## config.mk

```make
export PLATFORM = sky130hd
export DESIGN_NAME = prog_status_reporter
export DESIGN_NICKNAME = d
export VERILOG_FILES = /design/src/rtl/prog_status_pkg.sv /design/src/rtl/read_access_fsm.sv /design/src/rtl/lane_status_fmt.sv /design/src/rtl/prog_status_reporter.sv
export SDC_FILE = /design/constraint.sdc
export NUM_CORES = 1
export LEC_CHECK = 0
export CAP_MARGIN = 15
export CORE_AREA = 8 8 45 47
export CTS_BUF_LIST = sky130_fd_sc_hd__clkbuf_8
export DETAILED_ROUTE_END_ITERATION = 6
export DIE_AREA = 0 0 53 55
export DONT_BUFFER_PORTS = 1
export GPL_TIMING_DRIVEN = 0
export SLEW_MARGIN = 15
export SYNTH_ARGS = -nofsm -noshare
export SYNTH_HDL_FRONTEND = slang
export SYNTH_HIERARCHICAL = 1
export SYNTH_SLANG_ARGS = --single-unit
```

## constraint.sdc

```tcl
create_clock -name clk -period 2.65 [get_ports clk]
set_clock_uncertainty 0.2 [all_clocks]
set_input_delay 0.3975 -clock clk [delete_from_list [all_inputs] [get_ports clk]]
set_output_delay 0.3975 -clock clk [all_outputs]
set_load 0.01 [all_outputs]
```

## src/rtl/prog_status_pkg.sv

```systemverilog
package prog_status_pkg;

    localparam int unsigned LANE_W   = 8;
    localparam int unsigned POLL_BIT = 7;
    localparam int unsigned FLIP_BIT = 6;

    typedef enum logic [1:0] {
        ACC_OFF   = 2'd0,
        ACC_START = 2'd1,
        ACC_HOLD  = 2'd2
    } acc_state_e;

endpackage

```

## src/rtl/read_access_fsm.sv

```systemverilog
module read_access_fsm
    import prog_status_pkg::*;
(
    input  logic       clk,
    input  logic       rst_n,
    input  logic       ce_n,
    input  logic       oe_n,
    input  logic       we_n,
    output acc_state_e state_o,
    output logic       access_start_o,
    output logic       access_on_o
);

    acc_state_e state_q;
    acc_state_e state_d;
    logic       rd_req;

    assign rd_req = !ce_n && !oe_n && we_n;

    // state register
    always_ff @(posedge clk or negedge rst_n) begin
        if (!rst_n) begin
            state_q <= ACC_OFF;
        end else begin
            state_q <= state_d;
        end
    end

    // next state
    always_comb begin
        state_d = state_q;
        unique case (state_q)
            ACC_OFF:   state_d = rd_req ? ACC_START : ACC_OFF;   // OFF_TO_START
            ACC_START: state_d = rd_req ? ACC_HOLD  : ACC_OFF;   // START_TO_HOLD / START_TO_OFF
            ACC_HOLD:  state_d = rd_req ? ACC_HOLD  : ACC_OFF;   // HOLD_TO_OFF
            default:   state_d = ACC_OFF;
        endcase
    end

    // outputs
    always_comb begin
        access_start_o = 1'b0;
        access_on_o    = 1'b0;
        unique case (state_q)
            ACC_OFF:   ;
            ACC_START: begin
                access_start_o = 1'b1;
                access_on_o    = 1'b1;
            end
            ACC_HOLD:  access_on_o = 1'b1;
            default:   ;
        endcase
    end

    assign state_o = state_q;

    // a start lasts exactly one cycle
    assert_single_start_R5: assert property (@(posedge clk) disable iff (!rst_n)
        (state_q == ACC_START) |=> (state_q != ACC_START));

    // losing the read condition closes the access at the next edge
    assert_close_on_release_R2: assert property (@(posedge clk) disable iff (!rst_n)
        !rd_req |=> (state_q == ACC_OFF));

endmodule

```

## src/rtl/lane_status_fmt.sv

```systemverilog
module lane_status_fmt
    import prog_status_pkg::*;
#(
    parameter int unsigned BW = LANE_W
) (
    input  logic          clk,
    input  logic          rst_n,
    input  logic          busy_i,
    input  logic          access_start_i,
    input  logic          access_on_i,
    input  logic [BW-1:0] last_wr_i,
    input  logic [BW-1:0] array_i,
    output logic [BW-1:0] dq_o
);

    logic tog_q;
    logic tog_view;

    // toggle moves only on a new access while programming
    always_ff @(posedge clk or negedge rst_n) begin
        if (!rst_n) begin
            tog_q <= 1'b0;
        end else if (busy_i && access_start_i) begin
            tog_q <= ~tog_q;
        end
    end

    // the start cycle already shows the value the access will keep
    assign tog_view = access_start_i ? ~tog_q : tog_q;

    always_comb begin
        dq_o = '0;
        if (access_on_i) begin
            dq_o = array_i;
            if (busy_i) begin
                dq_o[POLL_BIT] = ~last_wr_i[POLL_BIT];
                dq_o[FLIP_BIT] = tog_view;
            end
        end
    end

    assert_hold_when_idle_R7: assert property (@(posedge clk) disable iff (!rst_n)
        !busy_i |=> $stable(tog_q));

    assert_flip_on_start_R5: assert property (@(posedge clk) disable iff (!rst_n)
        (busy_i && access_start_i) |=> (tog_q != $past(tog_q)));

endmodule

```

## src/rtl/prog_status_reporter.sv

```systemverilog
module prog_status_reporter
    import prog_status_pkg::*;
#(
    parameter int unsigned LANES = 4
) (
    input  logic                      clk,
    input  logic                      rst_n,
    input  logic                      ce_n,
    input  logic                      oe_n,
    input  logic                      we_n,
    input  logic [LANES-1:0]          busy_i,
    input  logic [LANES*LANE_W-1:0]   last_wr_i,
    input  logic [LANES*LANE_W-1:0]   array_rd_i,
    output logic [LANES*LANE_W-1:0]   dq_o,
    output logic                      dq_oe_o
);

    localparam int unsigned DW = LANES * LANE_W;

    acc_state_e acc_state;
    logic       acc_start;
    logic       acc_on;
    logic [DW-1:0] lane_dq;

    read_access_fsm u_acc (
        .clk            (clk),
        .rst_n          (rst_n),
        .ce_n           (ce_n),
        .oe_n           (oe_n),
        .we_n           (we_n),
        .state_o        (acc_state),
        .access_start_o (acc_start),
        .access_on_o    (acc_on)
    );

    for (genvar g = 0; g < LANES; g++) begin : g_lane
        lane_status_fmt #(.BW(LANE_W)) u_fmt (
            .clk            (clk),
            .rst_n          (rst_n),
            .busy_i         (busy_i[g]),
            .access_start_i (acc_start),
            .access_on_i    (acc_on),
            .last_wr_i      (last_wr_i[g*LANE_W +: LANE_W]),
            .array_i        (array_rd_i[g*LANE_W +: LANE_W]),
            .dq_o           (lane_dq[g*LANE_W +: LANE_W])
        );

        assert_poll_bit_R4: assert property (@(posedge clk) disable iff (!rst_n)
            (dq_oe_o && busy_i[g]) |->
                (dq_o[g*LANE_W + POLL_BIT] == ~last_wr_i[g*LANE_W + POLL_BIT]));

        assert_true_data_R3: assert property (@(posedge clk) disable iff (!rst_n)
            (dq_oe_o && !busy_i[g]) |->
                (dq_o[g*LANE_W +: LANE_W] == array_rd_i[g*LANE_W +: LANE_W]));
    end

    assign dq_o    = lane_dq;
    assign dq_oe_o = acc_on;

    assert_quiet_bus_R2: assert property (@(posedge clk) disable iff (!rst_n)
        !dq_oe_o |-> (dq_o == '0));

    assert_open_only_in_access_R2: assert property (@(posedge clk) disable iff (!rst_n)
        dq_oe_o |-> (acc_state != ACC_OFF));

endmodule

```

==> impl_results.md <==
- Status: finished, final reports clean
- Fin util: 0.448
- Post-synthesis cell type count: 12
- Setup TNS: 0 ns
- P_int: about 280 uW
- GRT Total Usage: 0.0956
- Hold WS: ~0.13 ns
- Die width: about 53 um
- Post-Route WL: 1.67 mm
- Combinational power share: 0.258
- Initial DRC count: 2
- CTS root buf: clkbuf_8
- P_leak: 0.296 nW
- Worst path required time: around 2.1 ns
- Vias in the first global route: about 460
- FF-to-FF Start: u_acc/state_o[0]
- HP Start: busy_i[1]
- Hold Path Sink: g_lane[1].u_fmt/tog_q
- Met3 WL post-DR: about 350 um
- Design area: between 600 and 700 um2
- Drt pass-1 iters: 4
- Ys Warns: 6
- Placeable Area: between 0.001 and 0.0015 mm2
- Worst Path Class, Setup: reg -> out
- Num ports: 106
- Top layer used by detailed routing: met3
- Avg WL per Cell: 19.4 um
- Post-CTS repair timing setup buffer count: 0
- #FFs+latches synth: 6
- Worst vdd ir: between 0.0004 and 0.0005 V
- First-pass GRT wire length: a little over 2 mm
- Min Tclk post-route: roughly 2.2 ns
- Rows: 14
- RSZ-0062 raised after global routing: no
- NetSw: 108 uW
- Fillers: ~130
- Die area: approximately 0.003 mm2
- Reg2Reg Depth: 3
- Syn_area_per_cell: between 8 and 9 um2
- H-tree depth: 1
- Total power: between 300 and 400 uW
- Fin. max-slew vios: 0
- Clk sinks: 6
- Die Y-Extent: roughly 55 um
- Initial Utilization: 0.395
- Global route overflow: 0
- Mapped Area: 547 um2
- DRC viols: 0
- Max Cap Violations: 0
- Met1 Wirelength: around 510 um
- Max frequency: between 400 and 500 MHz
- Ant. Diodes: 0
- Worst-margin pin slew: 0.418 ns
- Syn_nets: around 140
- Num CTS Buffers: 3
- Clk pwr share: 0.349
- Switching Fraction: 0.282
- CTS tree: yes
- Max FO, Critical Path: 34
- Placed inst area: 567 um2
- Final setup viols: 0
- Reg2reg setup slack: 1.14 ns
- DP HPWL: about 1.4 mm
- Metal2 WL: a little over 800 um
- Largest net degree at the start of global routing: 35
- Placer Congestion: just under 0.6
- Vias/cell: 5.62
- Critical Path Start Type: flop
- Final ANT Viol Nets: 0
- Sequential power share: 0.394
- Hold-critical path depth: 2
- Final #Nets: ~150
- Insertion delay to the later sink of the worst-skew pair: approximately 0.22 ns
- Hold violation total from the final report: 0
- P per Cell Area: about 620 mW/mm2
- Area Overhead vs Synth: 13.5%
- Tcrit/Tclk final: 0.843
- Slew margin rel.: 0.722
- Clock slew at reported path FFs: around 0.030 ns
- Worst r2r dst: u_acc/state_o[1]
- Initial antenna violation count: 0
- PortBufs: 0
- Clock buffer depth: 2
- Sequential area share after synthesis: 0.275
- Crit path launch: u_acc/state_o[0]
- Cells after Synth: 66
- Crit. End Element: output port
- Hold WC Path Type: in -> reg
- CP Data Arrival Time: about 1.6 ns
- Via count: 483
- Share of post-route cells with drive strength above 1: 0.0714
final cells by class:
type	instances	area, um2	share of cell area
Multi-Input combinational cell	58	392	0.631
Tap cell	16	20.0	0.0323
Sequential cell	6	150	0.242
Inverter	2	7.51	0.0121
Clock buffer	3	41.3	0.0665
Timing Repair Buffer	1	10.0	0.0161
worst max-delay path: stages (launching register included):
cell and delay, ns:
dfrtp_1 0.36, inv_1 0.05, ha_2 0.58, o21ai_0 0.15, a21oi_1 0.27
synth_stat cells:
cell      n  area (um2)
and2_1   24         150
nand2_1   8        30.0
xnor2_1   8        70.1
dfrtp_1   6         150
a21oi_1   4        20.0
o211a_1   4        40.0
o21ai_0   4        20.0
ha_1      3        37.5
inv_1     2        7.51
and3_2    1        7.51
and4b_1   1        10.0
nor2_1    1        3.75
registers in the layout, summed over array words and instances, names as in the netlist:
name,flops
g_lane.u_fmt/tog_q,4
u_acc/state_o,2
worst max-delay path by stage:
stage,slack [ns],to
2_1_floorplan,0.64,dq_o[14]
6_report,0.42,dq_o[30]
3_3_place_gp,0.43,dq_o[30]
4_1_cts,0.13,dq_o[30]
3_5_place_dp,0.37,dq_o[30]
5_1_grt,0.21,dq_o[30]
through the flow:
| step | cells | worst slack, ns |
|---|---|---|
| finish | 86 | 0.415 |
| global route | 86 | 0.210 |
| CTS | 86 | 0.133 |
| detailed placement | 82 | 0.372 |
| global placement | 82 | 0.430 |
| floorplan | 66 | 0.636 |
metal layers:
layer | up-vias | track usage
met3 | 0 | 0.0668
met4 | 0 | 0.0388
met2 | 53 | 0.164
li1 | 226 | -
met1 | 204 | 0.0864
met5 | - | 0
cell usage in the layout, fill, tap and decap left out:
| master | Yosys | final |
|---|---|---|
| dlygate4sd3_1 | 0 | 1 |
| dfrtp_1 | 6 | 6 |
| ha_1 | 3 | 2 |
| ha_2 | 0 | 1 |
| clkbuf_8 | 0 | 3 |
| a21oi_1 | 4 | 4 |
| xnor2_1 | 8 | 8 |
| nor2_1 | 1 | 1 |
| inv_1 | 2 | 2 |
| o21ai_0 | 4 | 4 |
| and4b_1 | 1 | 1 |
| and2_1 | 24 | 24 |
| and3_2 | 1 | 1 |
| o211a_1 | 4 | 4 |
| nand2_1 | 8 | 8 |
power by group through the flow:
stage          logic (mW)  registers [mW]  clock network (mW)
2_1_floorplan      0.0848           0.149                   0
3_3_place_gp       0.0968           0.151                   0
3_5_place_dp       0.0962           0.153                   0
4_1_cts             0.100           0.152               0.140
5_1_grt             0.112           0.155               0.145
6_report           0.0989           0.151               0.134
cell families after synthesis:
logic type | after synthesis | share of synthesized area
compound gates | 12 | 0.146
xor+xnor | 8 | 0.128
flops | 6 | 0.275
fa+ha+maj | 3 | 0.0687
buf+inv | 2 | 0.0137
simple gates | 35 | 0.368
repair_timing:
item,4_1_cts,5_1_grt
hold buffers,1,0
resized for setup,0,1
endpoints found under the setup margin,0,4
endpoints found under the hold margin,6,0
No activity file was read; power rests on OpenSTA's default activity.
